===== src/rtl/fcu_pkg.sv =====
package fcu_pkg;

    localparam int unsigned XLEN    = 32;
    localparam int unsigned OPC_W   = 6;
    localparam int unsigned REG_W   = 5;
    localparam int unsigned IMM_W   = 16;
    localparam int unsigned JIDX_W  = XLEN - OPC_W;
    localparam logic [XLEN-1:0] PC_STEP = XLEN'(4);

    localparam logic [OPC_W-1:0] OPC_BR_EQ = 6'b000100;
    localparam logic [OPC_W-1:0] OPC_BR_NE = 6'b000101;
    localparam logic [OPC_W-1:0] OPC_JUMP  = 6'b000010;

    typedef enum logic [1:0] {
        CK_NONE  = 2'd0,
        CK_BR_EQ = 2'd1,
        CK_BR_NE = 2'd2,
        CK_JUMP  = 2'd3
    } ctrl_kind_e;

    typedef struct packed {
        logic [XLEN-1:0] pc;
        logic [XLEN-1:0] instr;
        logic            valid;
        logic            bubble;
    } stage_t;

    typedef struct packed {
        logic [XLEN-1:0] fetch_pc;
        stage_t          id;
        stage_t          ex;
    } fcu_state_t;

endpackage


===== src/rtl/fcu_branch_unit.sv =====
module fcu_branch_unit
    import fcu_pkg::*;
(
    input  logic [XLEN-1:0]  id_pc,
    input  logic [XLEN-1:0]  id_instr,
    input  logic             id_valid,
    input  logic [XLEN-1:0]  rs_val,
    input  logic [XLEN-1:0]  rt_val,
    output logic [REG_W-1:0] rs_idx,
    output logic [REG_W-1:0] rt_idx,
    output logic             is_ctrl,
    output logic             taken,
    output logic [XLEN-1:0]  target
);
    localparam int unsigned RS_LSB = XLEN - OPC_W - REG_W;
    localparam int unsigned RT_LSB = RS_LSB - REG_W;

    logic [OPC_W-1:0]  opc;
    logic [IMM_W-1:0]  imm;
    logic [JIDX_W-1:0] jidx;
    logic [XLEN-1:0]   link;
    logic [XLEN-1:0]   br_tgt;
    logic [XLEN-1:0]   jmp_tgt;
    logic              ops_equal;
    ctrl_kind_e        kind;

    assign opc    = id_instr[XLEN-1 -: OPC_W];
    assign imm    = id_instr[IMM_W-1:0];
    assign jidx   = id_instr[JIDX_W-1:0];
    assign rs_idx = id_instr[RS_LSB +: REG_W];
    assign rt_idx = id_instr[RT_LSB +: REG_W];

    // Dedicated comparator sitting in decode
    assign ops_equal = (rs_val == rt_val);

    always_comb begin
        kind = CK_NONE;
        if (id_valid) begin
            unique case (opc)
                OPC_BR_EQ: kind = CK_BR_EQ;
                OPC_BR_NE: kind = CK_BR_NE;
                OPC_JUMP:  kind = CK_JUMP;
                default:   kind = CK_NONE;
            endcase
        end
    end

    always_comb begin
        link    = id_pc + PC_STEP;
        br_tgt  = link + ({{(XLEN-IMM_W){imm[IMM_W-1]}}, imm} << 2);
        jmp_tgt = {link[XLEN-1 -: (XLEN-JIDX_W-2)], jidx, 2'b00};
    end

    always_comb begin
        is_ctrl = (kind != CK_NONE);
        taken   = 1'b0;
        target  = br_tgt;
        unique case (kind)
            CK_BR_EQ: taken = ops_equal;
            CK_BR_NE: taken = !ops_equal;
            CK_JUMP: begin
                taken  = 1'b1;
                target = jmp_tgt;
            end
            default:  taken = 1'b0;
        endcase
    end

endmodule


===== src/rtl/fcu_next_pc.sv =====
module fcu_next_pc
    import fcu_pkg::*;
(
    input  logic [XLEN-1:0] fetch_pc,
    input  logic            is_ctrl,
    input  logic            taken,
    input  logic [XLEN-1:0] target,
    input  logic            delay_mode,
    output logic [XLEN-1:0] next_pc,
    output logic            squash_slot
);
    always_comb begin
        squash_slot = 1'b0;
        next_pc     = fetch_pc + PC_STEP;
        if (is_ctrl) begin
            squash_slot = !delay_mode;
            if (taken) begin
                next_pc = target;
            end else if (!delay_mode) begin
                // slot was discarded: fetch the same word again
                next_pc = fetch_pc;
            end
        end
    end

endmodule


===== src/rtl/fcu_top.sv =====
module fcu_top
    import fcu_pkg::*;
#(
    parameter logic [31:0] RESET_PC = 32'h0000_0000
) (
    input  logic        clk,
    input  logic        rst_n,
    input  logic        delay_mode,
    output logic [31:0] fetch_pc,
    input  logic [31:0] imem_rdata,
    output logic [4:0]  rs_idx,
    output logic [4:0]  rt_idx,
    input  logic [31:0] rs_val,
    input  logic [31:0] rt_val,
    output logic [31:0] ex_pc,
    output logic [31:0] ex_instr,
    output logic        ex_valid,
    output logic        ex_bubble
);
    fcu_state_t      st_d, st_q;
    logic            dec_ctrl;
    logic            dec_taken;
    logic [XLEN-1:0] dec_target;
    logic [XLEN-1:0] nxt_pc;
    logic            squash;

    fcu_branch_unit u_branch (
        .id_pc    (st_q.id.pc),
        .id_instr (st_q.id.instr),
        .id_valid (st_q.id.valid),
        .rs_val   (rs_val),
        .rt_val   (rt_val),
        .rs_idx   (rs_idx),
        .rt_idx   (rt_idx),
        .is_ctrl  (dec_ctrl),
        .taken    (dec_taken),
        .target   (dec_target)
    );

    fcu_next_pc u_next (
        .fetch_pc    (st_q.fetch_pc),
        .is_ctrl     (dec_ctrl),
        .taken       (dec_taken),
        .target      (dec_target),
        .delay_mode  (delay_mode),
        .next_pc     (nxt_pc),
        .squash_slot (squash)
    );

    always_comb begin
        st_d          = st_q;
        st_d.fetch_pc = nxt_pc;
        st_d.ex       = st_q.id;
        st_d.id.pc    = st_q.fetch_pc;
        if (squash) begin
            st_d.id.instr  = '0;
            st_d.id.valid  = 1'b0;
            st_d.id.bubble = 1'b1;
        end else begin
            st_d.id.instr  = imem_rdata;
            st_d.id.valid  = 1'b1;
            st_d.id.bubble = 1'b0;
        end
    end

    always_ff @(posedge clk) begin
        if (!rst_n) begin
            st_q          <= '0;
            st_q.fetch_pc <= RESET_PC;
        end else begin
            st_q <= st_d;
        end
    end

    assign fetch_pc  = st_q.fetch_pc;
    assign ex_pc     = st_q.ex.pc;
    assign ex_instr  = st_q.ex.instr;
    assign ex_valid  = st_q.ex.valid;
    assign ex_bubble = st_q.ex.bubble;

endmodule


===== config.mk =====
export PLATFORM = sky130hd
export DESIGN_NAME = fcu_top
export DESIGN_NICKNAME = d
export VERILOG_FILES = /design/src/rtl/fcu_pkg.sv /design/src/rtl/fcu_branch_unit.sv /design/src/rtl/fcu_next_pc.sv /design/src/rtl/fcu_top.sv
export SDC_FILE = /design/constraint.sdc
export NUM_CORES = 1
export LEC_CHECK = 0
export ABC_AREA = 1
export BUFFER_PORTS_ARGS = -buffer_cell sky130_fd_sc_hd__buf_2
export CAP_MARGIN = 5
export CORE_UTILIZATION = 40
export DETAILED_ROUTE_END_ITERATION = 10
export GPL_ROUTABILITY_DRIVEN = 0
export PLACE_DENSITY = 0.63
export SYNTH_ARGS = -nofsm -noshare
export SYNTH_HDL_FRONTEND = slang
export SYNTH_SLANG_ARGS = --single-unit

===== constraint.sdc =====
create_clock -name clk -period 4.1 [get_ports clk]
set_input_delay 0.615 -clock clk [delete_from_list [all_inputs] [get_ports clk]]
set_output_delay 0.615 -clock clk [all_outputs]
set_load 0.005 [all_outputs]

; ---- Word-level counts from Yosys, hierarchy flattened
; Cells that the tools add are included.
[word_totals]
register_bits = 164
input_bits = 99
out_inout_bits = 108
word_cells = 34
[op_classes]
n_addsub = 3
eq_ne = 8
mux = 9
n_bitwise = 1
reduce_logical = 4
[op_table]
columns = op, n
row1 = 32-bit two-way mux, 4
row2 = 32-bit by 3-bit adder with 32-bit output (second input constant), 2
row3 = 32-bit adder, 1
row4 = 32-bit equality test, 1
row5 = 6-bit by 3-bit equality test with 1-bit output (second input constant), 2
row6 = 6-bit by 2-bit equality test with 1-bit output (second input constant), 1
row7 = 2-bit case mux with 3 select lines, 1
row8 = 2-bit equality test (second input constant), 2
row9 = 2-bit two-way mux, 2
row10 = 3-bit by 2-bit != test with 1-bit output (second input constant), 1
row11 = 1-bit case mux with 3 select lines, 1
row12 = 2-bit by 1-bit equality test with 1-bit output (second input constant), 1
row13 = 1-bit zero test, 2
row14 = 2-bit nonzero test, 1
row15 = 2-bit OR reduction, 1
row16 = 1-bit two-way mux, 1
row17 = 1-bit inverter, 1

; ---- Logic depth before layout (Yosys ltp)
; Gate-level depths: netlist of the first run.
[depth]
word_depth = 7
depth_mapped = 26
mapped_depth_nobuf = 26

; ---- Hierarchy
; A second synthesis of the first run with hierarchy kept.
[hier_totals]
cells_unflattened = 1560
area_unflattened_um2 = 10014.6
[modules_own_cells]
columns = mod, instances, cells_each, area_each_um2
row1 = fcu_top, 1, 543, 4879.7
row2 = fcu_branch_unit, 1, 702, 3662.3
row3 = fcu_next_pc, 1, 315, 1472.7

; ---- Worst setup path before layout of the first run
; Ideal clock, no wire load.
[synth_timing]
path_kind = register -> register
from = register st_q, in the netlist st_d[36]
to = register fetch_pc[30] (netlist name)
arrival_time_ns = 2.704
slack_ns = 1.282
stages_incl_launch_ff = 22
n_path_buf = 0
period_less_slack_ns = 2.818
path_cell_list = dfxtp_1 ha_1 nand3_1 nor2_1 nand3_1 nor2_1 inv_1 nor2_1 nand2_1 xor2_1 ha_1 nand2_1 nor3_1 and2_1 and2_1 nand2_1 nand2_1 nand2_1 nand3_1 nand2_1 nand3_1 nand2_1
[synth_between]
elab_chain_len = 5
[synth_lines]
columns = item, line
row1 = from (decl), fcu_top.sv:20  ; fcu_state_t st_d, st_q;
row2 = from (signal assigned), fcu_top.sv:71  ; st_q <= st_d;
row3 = 32-bit by 3-bit adder with 32-bit output (*), fcu_branch_unit.sv:49  ; link = id_pc + PC_STEP;
row4 = 32-bit adder, fcu_branch_unit.sv:50  ; br_tgt = link + ({{(XLEN-IMM_W){imm[IMM_W-1]}}, imm} << 2);
row5 = 32-bit two-way mux (*), fcu_branch_unit.sv:58  ; unique case (kind)
row6 = 32-bit two-way mux (*), fcu_next_pc.sv:17  ; if (taken) begin
row7 = 32-bit two-way mux (*), fcu_next_pc.sv:15  ; if (is_ctrl) begin
; Mark *: on every way between the ends. The rest lies on a longest branch, timed or not.
; A chain may end at the register's enable or synchronous reset.

; ---- Worst setup path after layout of the first run
[layout_timing]
from = register st_q, in the netlist st_d[36]
to = register fetch_pc[29] (netlist name)
[layout_between]
elab_chain_len = 5
[layout_lines]
columns = item, line
row1 = 32-bit by 3-bit adder with 32-bit output (*), fcu_branch_unit.sv:49
row2 = 32-bit adder, fcu_branch_unit.sv:50
row3 = 32-bit two-way mux (*), fcu_branch_unit.sv:58
row4 = 32-bit two-way mux (*), fcu_next_pc.sv:17
row5 = 32-bit two-way mux (*), fcu_next_pc.sv:15
; Marks and branches as above.

==> results of run 1 <==
## worst register-to-register path, stage by stage (launching register included)
cell and delay (ns):
dfxtp_1 0.40, inv_1 0.08, nor2_1 0.17, nand2_1 0.12, nor2_1 0.45, nand3_1 0.22, nor3_1 0.22, xnor2_1 0.16
inv_1 0.07, ha_1 0.43, nand2_1 0.14, nor2_1 0.22, nand2_1 0.10, nor2_1 0.11, nand2_1 0.11, nand2_1 0.10
nand2_1 0.05, nand3_1 0.11, nand2_1 0.08, nand3_1 0.08, nand2_1 0.06
## cells in the mapped netlist (all sizes together), types with 2 or more instances
library cell	instances
a21o	2
a21oi	25
and2	4
buf	65
clkbuf	7
dfxtp	164
ha	36
inv	327
nand2	591
nand3	103
nand3b	12
nand4	13
nor2	162
nor3	24
nor4	2
o21a	2
o21ai	28
or2	2
xnor2	36
xor2	30
## through the flow
step                worst slack, ns  hold slack [ns]  utilization (%)  area (sq um)
finish                       0.5345           0.3814            47.72         11710
global route                 0.1512           0.3680            47.72         11710
CTS                          0.6299           0.3716            47.72         11710
detailed placement           0.6640           0.4158            45.24         11100
global placement             0.6753           0.4027            45.24         11100
floorplan                     1.283           0.3905                -         10100
## worst max-delay path by stage
| stage | end | cells past startpoint |
|---|---|---|
| global route | fetch_pc[30] | 20 |
| global placement | fetch_pc[30] | 20 |
| floorplan | fetch_pc[30] | 21 |
| CTS | fetch_pc[29] | 20 |
| finish | fetch_pc[29] | 20 |
| detailed placement | fetch_pc[30] | 20 |
## flip-flops by register name, summed over array words and instances, names as in the netlist
signal     count
ex_pc         32
ex_valid       1
fetch_pc      32
st_d          66
ex_instr      32
ex_bubble      1
## cell type report
class | count | area, sq um
flip-flops and latches | 164 | 3283
inverters | 328 | 1231
clock inverters | 15 | 182.7
repair buffers | 211 | 1071
clock buffers | 17 | 425.4
well taps | 324 | 405.4
fillers | 2587 | 12830
multi-input cells | 1078 | 5109
## power groups by stage
stage                     registers, uW  clock network, uW  logic (uW)
after detailed placement           1760                  0         458
after floorplan                    1740                  0         312
after global routing               1730               1720         521
after CTS                          1720               1660         461
final                              1720               1630         461
after global placement             1760                  0         453
## metal layers
layer | global-route usage [%] | wire, um | vias up
met4 | 7.033 | 655 | 0
met2 | 40.40 | 14080 | 395
li1 | - | - | 5158
met3 | 3.048 | 2017 | 41
met1 | 30.02 | 13190 | 4435
met5 | 0 | 0 | -
## cells by family (layout without fill, tap and decap cells)
kind of cell	after synthesis	count (layout)
compound gates	60	60
flops	164	164
fa+ha+maj	37	37
simple gates	915	915
xor+xnor	66	66
buf+inv	400	571
==> metrics.md, run 1 <==
| Metric | Value |
|---|---|
| Reg2Reg Depth | `20` |
| Yosys Warn Count | `0` |
| Multiplexer share of the synthesized area | `0%` |
| Post-Synth XOR/XNOR Area | `5.723%` |
| Root buf cell | `clkbuf_16` |
| H-tree level count | `4` |
| Synth top area share | `between 30 and 40%` |
| Slowest stage delay, CP | `0.45 ns` |
| Largest net degree at the start of global routing | `70` |
| Seq/Total Area, Yosys | `between 30% and 40%` |
| Port Buf Inserts | `just over 200` |
| FF-to-FF setup slack | `0.53 ns` |
| Share of synthesized registers carrying an async set or reset | `0%` |
| Worst reg2reg endpoint | `fetch_pc[29]` |
| Slowest cell on the critical path | `nor2_1` |
| Min Tclk post-route | `around 3.6 ns` |
| HPWL after DPL | `about 24000 um` |
| Ys flop type | `dfxtp_1` |
| Crit-path cells | `inv_1 > nor2_1 > nand2_1 > nor2_1 > nand3_1 > nor3_1 > xnor2_1 > inv_1 > ha_1 > nand2_1 > nor2_1 > nand2_1 > nor2_1 > nand2_1 > nand2_1 > nand2_1 > nand3_1 > nand2_1 > nand3_1 > nand2_1` |
| Initial Util | `41.17%` |
| Worst path arrival time | `between 3 and 4 ns` |
| Max Clock Freq | `roughly 0.28 GHz` |
| Leakage | `between 0.007 and 0.008 uW` |
| Crit-path leading delay family | `simple AND/OR/NAND/NOR gates` |
| Max-Cap Viols | `0` |
| Post-route clock period utilization | `86.96%` |
| Top-Level Pins | `around 210` |
| Hold EP | `st_d[31]` |
| Count of final setup violators | `0` |
| Die X | `roughly 160 um` |
| WP buf/inv | `2` |
| Sink Count | `between 150 and 200` |
| Netlist cell types | `37` |
| Most frequent CP cell | `nand2_1` |
| Final Power | `~3800 uW` |
| Via density | `4.693` |
| Crit path launch | `st_d[36]` |
| Synth Area in Simple Gates | `roughly 37%` |
| Seq cells post-synth | `approximately 160` |
| Startpoint Class | `flip-flop` |
| Leading cell type in the layout, fill and taps excluded | `nand2_1` |
| Net Sw Power | `between 1000 and 1500 uW` |
| Area Overhead vs Synth | `15.92%` |
| Hold_buf cts | `0` |
| Final slew viol count | `0` |
| PwrDens | `325.6 nW/um^2` |
| CP Capture Type | `flip-flop` |
| Worst VDD drop | `around 0.00031 V` |
| Seq pwr share | `45.2%` |
| Outcome | `finished, final reports clean` |
| Final Hold Fails | `0` |
| DRC Markers | `0` |
| Worst slew pin tran | `0.9231 ns` |
| # nets final | `between 1500 and 2000` |
| HP Class | `input pin to flip-flop` |
| Post-synthesis adder-cell area fraction | `4.658%` |
| Synth top area cells | `dfxtp_1, nand2_1, inv_1` |
| First-pass GRT wire length | `roughly 47000 um` |
| Crit Path Max Fanout | `6` |
| Sw Ratio | `29.87%` |
| Die ar. | `roughly 26000 sq um` |
| Syn Nets | `1778` |
| Total grt overflow | `0` |
| Dpl cells | `roughly 2100` |
| Rows | `57` |
| Non-Filler Instances | `roughly 2100` |
| Comb power frac | `12.1%` |
| Total CTS buffers | `17` |
| Wire per inst | `approximately 14 um` |
| CTS tree | `built` |
| Total GRT Usage | `around a quarter` |
| First DRT Iteration DRCs | `between 900 and 1000` |
| Critical path class | `flip-flop to flip-flop` |
| Largest family of logic cells by synthesized area | `simple AND/OR/NAND/NOR gates` |
| Most frequent cells in the layout | `nand2_1, inv_1, buf_2` |
| Post_cts resized | `0` |
| Die height | `between 150 and 200 um` |
| Compound-Gate Fraction of Synth Area | `roughly 3.3%` |
| Vias | `between 10000 and 15000` |
| Drt first pass iters | `5` |
| DRT antenna net count | `0` |
| Clock Tree Buf Depth | `2` |
| Post-CTS Setup Bufs | `0` |
| Gate Count Post-Synth | `1642` |
| Ant. Diodes | `0` |
| Vias in the first global route | `slightly above 9000` |
| Skew final | `around 0.015 ns` |
| Reg2reg start | `st_d[36]` |
| Setup tns final | `0 ns` |
| Initial antenna violation count | `0` |
| Area leader, netlist | `dfxtp_1` |
| EDFF count, synth | `0` |
| Share of cells above drive strength 1 | `14.23%` |
| Clock power share | `between 40% and 50%` |
| Syn_area_per_cell | `6.151 sq um` |
| Min-delay src | `imem_rdata[29]` |
| Hold Path Stages | `3` |
| Int Pwr | `2674 uW` |
| Data required time at the worst endpoint | `between 4 and 5 ns` |
| Worst-Skew Late Latency | `~0.44 ns` |
| Netlist Area Pre-Place | `10100 sq um` |
| Clk slew on worst S/H paths | `about 0.080 ns` |
| Core Box Area | `about 25000 sq um` |
| Final WL | `about 30000 um` |
| Slew HR | `a little under two fifths` |
| RSZ-0062 raised after global routing | `false` |
No activity file was read; power rests on OpenSTA's default activity.
==> run 2: changes to the inputs <==
- ABC_AREA: 1 -> default
- CORE_MARGIN: default -> 3
- PLACE_DENSITY: 0.63 -> 0.67
- clock period: 4.1 -> 3 ns (I/O delays scaled with it)
==> run 2 against run 1 <==
  * Flip-flop and latch count unchanged
  * Non-clock buffer count increased by 155
  * Critical path type unchanged
  * Critical path depth decreased by 4
  * Design area decreased by 1.0%
  * Area after synthesis decreased by 17%
  * Sequential power increased by 34%
  * Synthesized cell count decreased by 42%
  * Global-route usage about the same
  * Routed wire length decreased by 11%
  * Die area decreased by 13%
  * The flow now finishes with violations (setup timing)
  * First-iteration DRC count decreased by 50%
  * Clock power increased by 29%
==> metrics.md, run 2 <==
| Metric | Value |
|---|---|
| Outcome | `complete, but fails checks (was finished, final reports clean)` |
| Failing checks | `setup timing` |
| Final Hold Fails | `0 (unchanged)` |
| Die height | `150.4 um (was 160.9 um)` |
| Leakage | `0.005440 uW (was 0.007093 uW)` |
| Port Buf Inserts | `206 (unchanged)` |
| Share of cells above drive strength 1 | `39.58% (was 14.23%)` |
| Netlist cell types | `61 (was 37)` |
| Max Clock Freq | `0.2982 GHz (was 0.2805 GHz)` |
| Worst reg2reg endpoint | `fetch_pc[31] (was fetch_pc[29])` |
| Placed cell area | `10380 sq um (was 11100 sq um)` |
| Netlist Area Pre-Place | `8335 sq um (was 10100 sq um)` |
| Via density | `5.215 (was 4.693)` |
| Worst VDD drop | `0.0003305 V (was 0.0003145 V)` |
| Reg2Reg Depth | `16 (was 20)` |
| Final Worst Setup Slack | `-0.3538 ns (was 0.5345 ns)` |
| Min Tclk post-route | `3.354 ns (was 3.565 ns)` |
| Crit Path Max Fanout | `4 (was 6)` |
| Synth top area cells | `dfxtp_1, xnor2_1, and2_1 (was dfxtp_1, nand2_1, inv_1)` |
| CP Capture Type | `flip-flop (unchanged)` |
| DRC Markers | `0 (unchanged)` |
| Total CTS buffers | `17 (unchanged)` |
| Critical path class | `flip-flop to flip-flop (unchanged)` |
| Yosys Warn Count | `0 (unchanged)` |
| Syn_area_per_cell | `8.719 sq um (was 6.151 sq um)` |
| Leading cell type in the layout, fill and taps excluded | `buf_2 (was nand2_1)` |
| Seq/Total Area, Yosys | `39.39% (was 32.51%)` |
| Worst-Skew Late Latency | `0.43 ns (was 0.44 ns)` |
| Top-Level Pins | `207 (unchanged)` |
| Root buf cell | `clkbuf_16 (unchanged)` |
| Initial antenna violation count | `0 (unchanged)` |
| CTS tree | `built (unchanged)` |
| Most frequent cells after synthesis | `dfxtp_1, and2_1, nand2_1 (was nand2_1, inv_1, dfxtp_1)` |
| PwrDens | `433.8 nW/um^2 (was 325.6 nW/um^2)` |
| DRT antenna net count | `0 (unchanged)` |
| Largest net degree at the start of global routing | `67 (was 70)` |
| Ant. Diodes | `0 (unchanged)` |
| Worst path arrival time | `3.67 ns (was 3.90 ns)` |
| FF-to-FF setup slack | `-0.35 ns (was 0.53 ns)` |
| Total grt overflow | `0 (unchanged)` |
| Final Power | `5026 uW (was 3812 uW)` |
| Fin area | `11590 sq um (was 11710 sq um)` |
| Clock Tree Buf Depth | `2 (unchanged)` |
| Startpoint Class | `flip-flop (unchanged)` |
| Area leader, netlist | `dfxtp_1 (unchanged)` |
| Post-route clock period utilization | `111.8% (was 86.96%)` |
| Most frequent cells in the layout | `buf_2, dfxtp_1, buf_4 (was nand2_1, inv_1, buf_2)` |
| Ys flop type | `dfxtp_1 (unchanged)` |
| H-tree level count | `4 (unchanged)` |
| Vias in the first global route | `7882 (was 9269)` |
| HP Class | `input pin to flip-flop (unchanged)` |
| Die X | `150.4 um (was 160.9 um)` |
| Max-Cap Viols | `0 (unchanged)` |
| # nets final | `1394 (was 1936)` |
| Gate Count Post-Synth | `956 (was 1642)` |
| Total GRT Usage | `23.34% (about the same)` |
| Max FFs per register | `66 (unchanged)` |
| Skew final | `0.01041 ns (was 0.01465 ns)` |
| Synth top area share | `39.39% (was 32.51%)` |
| Area Overhead vs Synth | `39.00% (was 15.92%)` |
| EDFF count, synth | `0 (unchanged)` |
| Rows | `52 (was 57)` |
| Wire per inst | `17.33 um (was 14.01 um)` |
| Core Box Area | `20360 sq um (was 24530 sq um)` |
| Clk slew on worst S/H paths | `0.07 ns (was 0.08 ns)` |
| Most frequent cell after synthesis | `dfxtp_1 (was nand2_1)` |
| Initial Util | `40.93% (was 41.17%)` |
| Vias | `8036 (was 10029)` |
| Data required time at the worst endpoint | `3.31 ns (was 4.43 ns)` |
| Layout Utilization | `56.89% (was 47.72%)` |
| Slew HR | `66.16% (was 38.38%)` |
| Drt first pass iters | `7 (was 5)` |
| Count of final setup violators | `14 (was 0)` |
| Syn Nets | `1092 (was 1778)` |
| First DRT Iteration DRCs | `452 (was 909)` |
| Setup tns final | `-1.687 ns (was 0 ns)` |
| Sink Count | `164 (unchanged)` |
| Final WL | `26700 um (was 29950 um)` |
| End of the critical path | `fetch_pc[31] (was fetch_pc[29])` |
| Share of synthesized registers carrying an async set or reset | `0% (unchanged)` |
| Final slew viol count | `0 (unchanged)` |
| HPWL after DPL | `19780 um (was 23930 um)` |
| First-pass GRT wire length | `40870 um (was 47130 um)` |
| Crit path launch | `st_d[39] (was st_d[36])` |
| RSZ-0062 raised after global routing | `true (was false)` |
| Seq cells post-synth | `164 (unchanged)` |
| Die ar. | `22610 sq um (was 25890 sq um)` |
| Worst slew pin tran | `0.5076 ns (was 0.9231 ns)` |
| Reg2reg start | `st_d[39] (was st_d[36])` |
run 2: cell count changes after synthesis, moves of 12 or more:
cell	previous run	this run
a21oi_1	24	52
inv_1	324	15
xnor2_1	36	74
nand3_1	102	40
a21o_1	2	14
nand2_1	588	78
and2_1	4	94
clkbuf_1	7	32
nor2_1	161	63
and3_1	1	45
a211oi_1	0	14
run 2: worst min path at each step:
stage / startpoint / endpoint / slack (ns) / cells past startpoint
after global placement: st_d[0] / ex_bubble / 0.43 / 1
after detailed placement: st_d[0] / ex_bubble / 0.43 / 1
final: imem_rdata[5] / st_d[7] / 0.25 / 2
after CTS: imem_rdata[5] / st_d[7] / 0.23 / 2
after global routing: imem_rdata[28] / st_d[30] / 0.23 / 2
after floorplan: st_d[0] / ex_bubble / 0.41 / 1
run 2: timing repair:
action	in CTS	in global routing
gates resized for setup	61	52
hold endpoints to repair	0	0
pin swaps	53	41
hold buffers	0	0
cloned	0	0
buffers inserted	10	10
endpoints found under the setup margin	17	19
run 2: layout make-up:
class | count | area [sq um]
clock buffers | 17 | 425.4
clock inverters | 15 | 143.9
fillers | 1798 | 8778
inverters | 15 | 56.30
multi-input cells | 694 | 5049
flip-flops and latches | 164 | 3293
well taps | 270 | 337.8
repair buffers | 366 | 2281
run 2: where the power goes:
part           total [uW]  internal [uW]  switching, uW
logic                 612            305            307
clock network        2100           1160            943
registers            2310           2250           60.7
run 2: kinds of logic (layout without fill, tap and decap cells):
kind of cell | Yosys count | in the layout | synth area share, %
and+or+nand+nor | 384 | 384 | 24.18
AOI/OAI and AO/OA | 166 | 166 | 13.01
DFF | 164 | 164 | 39.39
xor gates and xnor gates | 101 | 101 | 10.61
buffers and inverters | 98 | 413 | 6.440
adders and majority gates | 37 | 37 | 5.644
muxes | 6 | 6 | 0.7205
run 2: metal layers:
metal	GRT usage (%)	share of wire, %	wire length, um
met2	39.63	49	13100
met1	28.20	41	10930
met5	0	0	0
met3	4.786	5.3	1420
met4	11.21	4.7	1250
run 2: metrics by stage:
stage          cells  hold WS (ns)  setup slack [ns]
2_1_floorplan    956        0.4119           -0.2816
3_3_place_gp    1490        0.4253           -0.3671
3_5_place_dp    1490        0.4276           -0.4842
4_1_cts         1531        0.2328           -0.3416
5_1_grt         1541        0.2339           -0.4666
6_report        1541        0.2498           -0.3538
run 2: worst max-delay path, stage by stage, from the launching register on:
cell and delay (ns):
dfxtp_2 0.33, and3_4 0.18, and2_4 0.14, and3_4 0.20, nand4_1 0.10, xnor2_1 0.14
ha_1 0.31, and3_4 0.19, nand4_1 0.11, a21oi_2 0.22, nor3_4 0.08, a311oi_4 0.24
o21a_1 0.21, o31ai_4 0.08, and3_4 0.20, o31a_1 0.24, a221o_1 0.25
